`src/rtl/bilatch_pkg.sv`:
```
// Package: shared types and constants for the latched bus transceiver.
// Assumes two directions, indexed by the constants below.
package bilatch_pkg;
    localparam int NUM_DIR = 2;
    localparam int DIR_AB  = 0;
    localparam int DIR_BA  = 1;

    // Active-low control triple for one direction.
    typedef struct packed {
        logic en_n;
        logic le_n;
        logic oe_n;
    } dir_ctl_t;
endpackage

```
`src/rtl/bilatch_lane.sv`:
```
// Module: one direction of the transceiver.
// Holds a clocked store that reloads from its input at every edge while
// the direction is transparent, and holds otherwise. It also produces the
// far port's drive flag. Assumes a synchronous active-low reset.
module bilatch_lane
    import bilatch_pkg::*;
#(
    parameter int W = 8
) (
    input  logic         clk,
    input  logic         rst_n,
    input  dir_ctl_t     ctl,
    input  logic [W-1:0] din,
    output logic [W-1:0] dout,
    output logic         drive,
    output logic         transp
);
    logic [W-1:0] store_q;
    logic         open_w;
    logic         emit_w;

    // Decode the gated latch and output conditions.
    always_comb begin
        open_w = ~ctl.en_n & ~ctl.le_n;
        emit_w = ~ctl.en_n & ~ctl.oe_n;
    end

    // Store update: clear on reset, follow input while transparent.
    always_ff @(posedge clk) begin
        if (!rst_n)
            store_q <= '0;
        else if (open_w)
            store_q <= din;
    end

    // Drive outputs and transparency flag.
    always_comb begin
        dout   = store_q;
        drive  = rst_n & emit_w;
        transp = rst_n & open_w;
    end

    p_load_r2: assert property (@(posedge clk) disable iff (!rst_n)
        (!ctl.en_n && !ctl.le_n) |=> (dout == $past(din)))
        else $error("lane did not load while transparent");

    p_hold_r3: assert property (@(posedge clk) disable iff (!rst_n)
        (!ctl.en_n && ctl.le_n) |=> $stable(dout))
        else $error("lane changed while holding");

    p_en_blocks_r5: assert property (@(posedge clk) disable iff (!rst_n)
        ctl.en_n |=> $stable(dout))
        else $error("lane loaded while disabled");

    p_no_drive_r5: assert property (@(posedge clk) disable iff (!rst_n)
        ctl.en_n |-> !drive)
        else $error("lane drove while disabled");
endmodule

```
`src/rtl/bilatch_clash.sv`:
```
// Module: flags the state in which both directions are transparent and
// both ports are driven. Assumes its inputs are already qualified by reset.
module bilatch_clash (
    input  logic ab_transp,
    input  logic ba_transp,
    input  logic a_drv,
    input  logic b_drv,
    output logic clash
);
    // Combine the four conditions into one error flag.
    always_comb begin
        clash = ab_transp & ba_transp & a_drv & b_drv;
    end
endmodule

```
`src/rtl/bilatch_xcvr.sv`:
```
// Module: top of the bidirectional latched transceiver.
// Instantiates one lane per direction and the clash detector. Port A feeds
// the A-to-B lane, which presents on port B, and the reverse. Assumes
// the controls are sampled on the rising edge of clk.
module bilatch_xcvr
    import bilatch_pkg::*;
#(
    parameter int W = 8
) (
    input  logic         clk,
    input  logic         rst_n,
    input  logic         ab_en_n,
    input  logic         ab_le_n,
    input  logic         ab_oe_n,
    input  logic         ba_en_n,
    input  logic         ba_le_n,
    input  logic         ba_oe_n,
    input  logic [W-1:0] a_in,
    output logic [W-1:0] a_out,
    output logic         a_drive,
    input  logic [W-1:0] b_in,
    output logic [W-1:0] b_out,
    output logic         b_drive,
    output logic         conflict
);
    dir_ctl_t     ctl    [NUM_DIR];
    logic [W-1:0] din    [NUM_DIR];
    logic [W-1:0] dout   [NUM_DIR];
    logic         drive  [NUM_DIR];
    logic         transp [NUM_DIR];

    // Route the ports onto the per-direction arrays.
    always_comb begin
        ctl[DIR_AB] = '{en_n: ab_en_n, le_n: ab_le_n, oe_n: ab_oe_n};
        ctl[DIR_BA] = '{en_n: ba_en_n, le_n: ba_le_n, oe_n: ba_oe_n};
        din[DIR_AB] = a_in;
        din[DIR_BA] = b_in;
    end

    genvar g;
    generate
        for (g = 0; g < NUM_DIR; g++) begin : g_lane
            bilatch_lane #(.W(W)) u_lane (
                .clk    (clk),
                .rst_n  (rst_n),
                .ctl    (ctl[g]),
                .din    (din[g]),
                .dout   (dout[g]),
                .drive  (drive[g]),
                .transp (transp[g])
            );
        end
    endgenerate

    bilatch_clash u_clash (
        .ab_transp (transp[DIR_AB]),
        .ba_transp (transp[DIR_BA]),
        .a_drv     (drive[DIR_BA]),
        .b_drv     (drive[DIR_AB]),
        .clash     (conflict)
    );

    // Present each lane on the opposite port.
    always_comb begin
        b_out   = dout[DIR_AB];
        b_drive = drive[DIR_AB];
        a_out   = dout[DIR_BA];
        a_drive = drive[DIR_BA];
    end

    p_clash_r7: assert property (@(posedge clk) disable iff (!rst_n)
        (!ab_en_n && !ab_le_n && !ab_oe_n && !ba_en_n && !ba_le_n && !ba_oe_n)
        |-> conflict)
        else $error("conflict not flagged");

    p_no_false_clash_r7: assert property (@(posedge clk) disable iff (!rst_n)
        conflict |-> (a_drive && b_drive))
        else $error("conflict without both ports driven");

    p_keep_ba_r8: assert property (@(posedge clk) disable iff (!rst_n)
        ba_en_n |=> $stable(a_out))
        else $error("B-to-A store moved while its direction was off");

    p_reset_quiet_r1: assert property (@(posedge clk)
        !rst_n |-> (!a_drive && !b_drive && !conflict))
        else $error("port driven during reset");
endmodule

```
`config.mk`:
```
export PLATFORM = sky130hd
export DESIGN_NAME = bilatch_xcvr
export DESIGN_NICKNAME = d
export VERILOG_FILES = /design/src/rtl/bilatch_pkg.sv /design/src/rtl/bilatch_lane.sv /design/src/rtl/bilatch_clash.sv /design/src/rtl/bilatch_xcvr.sv
export SDC_FILE = /design/constraint.sdc
export NUM_CORES = 1
export LEC_CHECK = 0
export BUFFER_PORTS_ARGS = -buffer_cell sky130_fd_sc_hd__buf_2
export CORE_MARGIN = 4
export CORE_UTILIZATION = 45
export CTS_BUF_LIST = sky130_fd_sc_hd__clkbuf_4 sky130_fd_sc_hd__clkbuf_8
export DETAILED_ROUTE_END_ITERATION = 16
export PLACE_DENSITY = 0.89
export SYNTH_ARGS = -nofsm -noshare
export SYNTH_HDL_FRONTEND = slang
export SYNTH_HIERARCHICAL = 1
export SYNTH_SLANG_ARGS = --single-unit
```
`constraint.sdc`:
```
create_clock -name clk -period 1.6 [get_ports clk]
set_input_delay 0.16 -clock clk [delete_from_list [all_inputs] [get_ports clk]]
set_output_delay 0.16 -clock clk [all_outputs]
set_load 0.05 [all_outputs]
```
==> impl_metrics.prom <==
# TYPE chip_impl_metric gauge
chip_impl_info{name="outcome",value="finished, final reports clean"} 1
chip_impl_metric{name="drt_pre_antenna_iters",unit=""} 4
chip_impl_info{name="holdCritStartpoint",value="a_in[4]"} 1
chip_impl_metric{name="worst-path-max-fanout",unit=""} 10
chip_impl_metric{name="grt_first_pass_wirelength",unit="um"} 3125
chip_impl_metric{name="register_area",unit="um^2"} 320.3
chip_impl_metric{name="setup-tns-final",unit="ps"} 0
chip_impl_info{name="timing.critical_path.from_type",value="primary input"} 1
chip_impl_info{name="synthDominantAreaCellType",value="sky130_fd_sc_hd__dfxtp_1"} 1
chip_impl_metric{name="cts.repair_timing.setup_buffer_count",unit=""} 0
chip_impl_metric{name="synthesis.nets",unit=""} 107
chip_impl_metric{name="maximum_number_of_pins_on_one_net_before_global_route_repair",unit=""} 33
chip_impl_metric{name="diodes",unit=""} 0
chip_impl_metric{name="total_power",unit="mW"} 0.8416
chip_impl_info{name="worst_setup_path_end_kind",value="output pin"} 1
chip_impl_info{name="rsz0062_at_grt",value="false"} 1
chip_impl_info{name="worstHoldEndpoint",value="g_lane[0].u_lane/dout[4]"} 1
chip_impl_metric{name="worst_path_clk_slew",unit="ps"} 90
chip_impl_metric{name="floorplan.die_area",unit="um^2"} 2416
chip_impl_metric{name="syn-instance-count",unit=""} 83
chip_impl_metric{name="die_width",unit="um"} 49.15
chip_impl_metric{name="synth_seq_cells",unit=""} 16
chip_impl_metric{name="post_cts.resized_instances",unit=""} 0
chip_impl_metric{name="flow.area_growth_from_synthesis",unit="%"} 29.56
chip_impl_info{name="path_class",value="in2out"} 1
chip_impl_metric{name="first_global_vias",unit=""} 660
chip_impl_metric{name="vias",unit=""} 711
chip_impl_metric{name="critical_path_data_arrival_time",unit="ps"} 1170
chip_impl_metric{name="tightest_slew",unit="ps"} 296.9
chip_impl_metric{name="max_freq",unit="GHz"} 0.7510
chip_impl_metric{name="portBuffers",unit=""} 42
chip_impl_metric{name="largest_reg_flops",unit=""} 16
chip_impl_metric{name="std_cell_rows",unit=""} 14
chip_impl_metric{name="drc",unit=""} 0
chip_impl_metric{name="dpl.hpwl",unit="um"} 1391
chip_impl_metric{name="yosysSeqAreaShare",unit="%"} 42.04
chip_impl_metric{name="post_drt_wl_per_cell",unit="um"} 13.55
chip_impl_metric{name="die_height",unit="um"} 49.15
chip_impl_metric{name="synth.cell_area",unit="um^2"} 762.0
chip_impl_metric{name="synth_largest_type_area_fraction",unit="%"} 42.04
chip_impl_metric{name="layout.filler_cells",unit=""} 140
chip_impl_info{name="layout_commonest_cell",value="sky130_fd_sc_hd__buf_2"} 1
chip_impl_info{name="synth_area_leaders",value="sky130_fd_sc_hd__dfxtp_1 42%, sky130_fd_sc_hd__o21ai_2 18%, sky130_fd_sc_hd__o211ai_1 16%"} 1
chip_impl_metric{name="grt_remaining_overflow",unit=""} 0
chip_impl_metric{name="timing.final.max_slew_violations",unit=""} 0
chip_impl_metric{name="initial_core_utilization",unit="%"} 48.88
chip_impl_metric{name="avg_inst_size_synth",unit="um^2"} 9.180
chip_impl_metric{name="drt_iter0_markers",unit=""} 19
chip_impl_metric{name="overall_routed_net_length",unit="um"} 1857
chip_impl_metric{name="multi_input_comb_area",unit="um^2"} 384.1
chip_impl_metric{name="synth.lib_cells_used.distinct",unit=""} 11
chip_impl_info{name="worstReg2RegEnd",value="g_lane[1].u_lane/dout[7]"} 1
chip_impl_info{name="clock_tree.root_cell",value="sky130_fd_sc_hd__clkbuf_4"} 1
chip_impl_metric{name="top_level_ports",unit=""} 43
chip_impl_metric{name="initial_antenna_violation_count",unit=""} 0
chip_impl_metric{name="gpl.final_weighted_congestion",unit=""} 0.6870
chip_impl_metric{name="clk-insertion-delay-late",unit="ps"} 280
chip_impl_metric{name="grt_usage",unit="%"} 16.31
chip_impl_metric{name="worst_slew_margin_rel",unit="%"} 80.21
chip_impl_metric{name="timing.reg2reg.setup_slack",unit="ps"} 970
chip_impl_metric{name="drt-vias-per-instance",unit=""} 5.190
chip_impl_metric{name="synthesis_warnings",unit=""} 6
chip_impl_info{name="layout_common_cells",value="42 x sky130_fd_sc_hd__buf_2, 16 x sky130_fd_sc_hd__nand2_1, 16 x sky130_fd_sc_hd__o211ai_1, 16 x sky130_fd_sc_hd__o21ai_2, 16 x sky130_fd_sc_hd__dfxtp_1"} 1
chip_impl_metric{name="final_nets",unit=""} 147
chip_impl_metric{name="timing.reg2reg.worst_path_depth",unit=""} 2
chip_impl_metric{name="worst-endpoint-required",unit="ps"} 1440
chip_impl_info{name="hp-class",value="in2reg"} 1
chip_impl_metric{name="final_layout_size_suffix_gt1_share",unit="%"} 55.37
chip_impl_metric{name="report.final.hold_viol_count",unit=""} 0
chip_impl_metric{name="finalSetupViolCount",unit=""} 0
chip_impl_metric{name="clock_skew",unit="ps"} 0
chip_impl_metric{name="fp.coreArea",unit="um^2"} 1559
chip_impl_metric{name="fin_crit",unit="ps"} 1331
chip_impl_metric{name="cts.path.max_buffers",unit=""} 2
chip_impl_metric{name="final.period_utilization",unit="%"} 83.22
chip_impl_info{name="regToRegStartpoint",value="g_lane[1].u_lane/dout[7]"} 1
chip_impl_info{name="tritoncts",value="yes"} 1
chip_impl_metric{name="cts_buffers",unit=""} 3
chip_impl_metric{name="cap_viol_max_count",unit=""} 0
chip_impl_metric{name="power_density_normalized_to_cell_area",unit="nW/um^2"} 852.6
chip_impl_metric{name="p_leak",unit="nW"} 0.4765
chip_impl_metric{name="ctsHoldBuffers",unit=""} 0
chip_impl_metric{name="route.antenna.remaining_nets",unit=""} 0
chip_impl_metric{name="vdd_drop_max",unit="mV"} 0.4734
chip_impl_metric{name="htreeDepth",unit=""} 1
chip_impl_metric{name="number_of_sinks_handled_by_clock_tree_synthesis",unit=""} 16
chip_impl_metric{name="min_path_cells",unit=""} 3
## critical path, cell delays in order
cell and delay, ps:
sky130_fd_sc_hd__buf_2 170, sky130_fd_sc_hd__or2_1 270, sky130_fd_sc_hd__nor2_1 110, sky130_fd_sc_hd__and4_4 210, sky130_fd_sc_hd__buf_2 250
## worst max-delay path by stage
stage,from,end,cells past startpoint
2_1_floorplan,rst_n,conflict,5
3_3_place_gp,ba_en_n,conflict,5
3_5_place_dp,ba_en_n,conflict,5
4_1_cts,ba_en_n,conflict,5
5_1_grt,ba_en_n,conflict,5
6_report,ba_en_n,conflict,5
## cell usage after synthesis (all sizes together)
cell / instances
nor2: 2
dfxtp: 16
buf: 10
nand2: 16
nor3: 2
o21ai: 16
and4: 1
inv: 2
o211ai: 16
or2: 2
## routing by layer
metal | vias up | share of wire (%) | GRT usage [%]
met3 | 2 | 6.2 | 3.670
li1 | 374 | - | -
met2 | 29 | 47 | 22.77
met4 | 0 | 1.2 | 8.531
met1 | 306 | 46 | 22.99
met5 | - | 0 | 0
## power by group
part / total (mW) / leakage [nW] / internal, mW / switching, mW
Combinational: 0.211 / 0.332 / 0.0606 / 0.150
Sequential: 0.428 / 0.131 / 0.418 / 0.0101
Clock: 0.203 / 0.0138 / 0.0872 / 0.116
## stage by stage
stage	utilization, %	setup WS [ps]	hold WS, ps	std cells	area (um^2)
final	63.32	268.5	115.1	137	987.2
after global routing	63.32	224.9	100.4	137	987.2
after CTS	63.32	281.3	106.6	137	987.2
after detailed placement	61.88	288.2	410.5	134	964.7
after global placement	61.88	314.9	404.6	134	964.7
after floorplan	-	22.19	303.8	83	795.8
## cell families (layout without fill, tap and decap cells)
logic type	count (synthesis)	after routing	synth area share, %
flip-flops	16	16	42.04
AND/OR/NAND/NOR	23	23	12.97
AO/OA/AOI/OAI	32	32	34.15
buffers and inverters	12	50	10.84
## area by class of cell
class	count	area share [%]
Clock buffer	3	2.281
Inverter	2	0.7605
Multi-Input combinational cell	55	38.91
Sequential cell	16	32.45
Tap cell	16	2.028
Timing Repair Buffer	45	23.57
(Power assumes the default switching activity.)
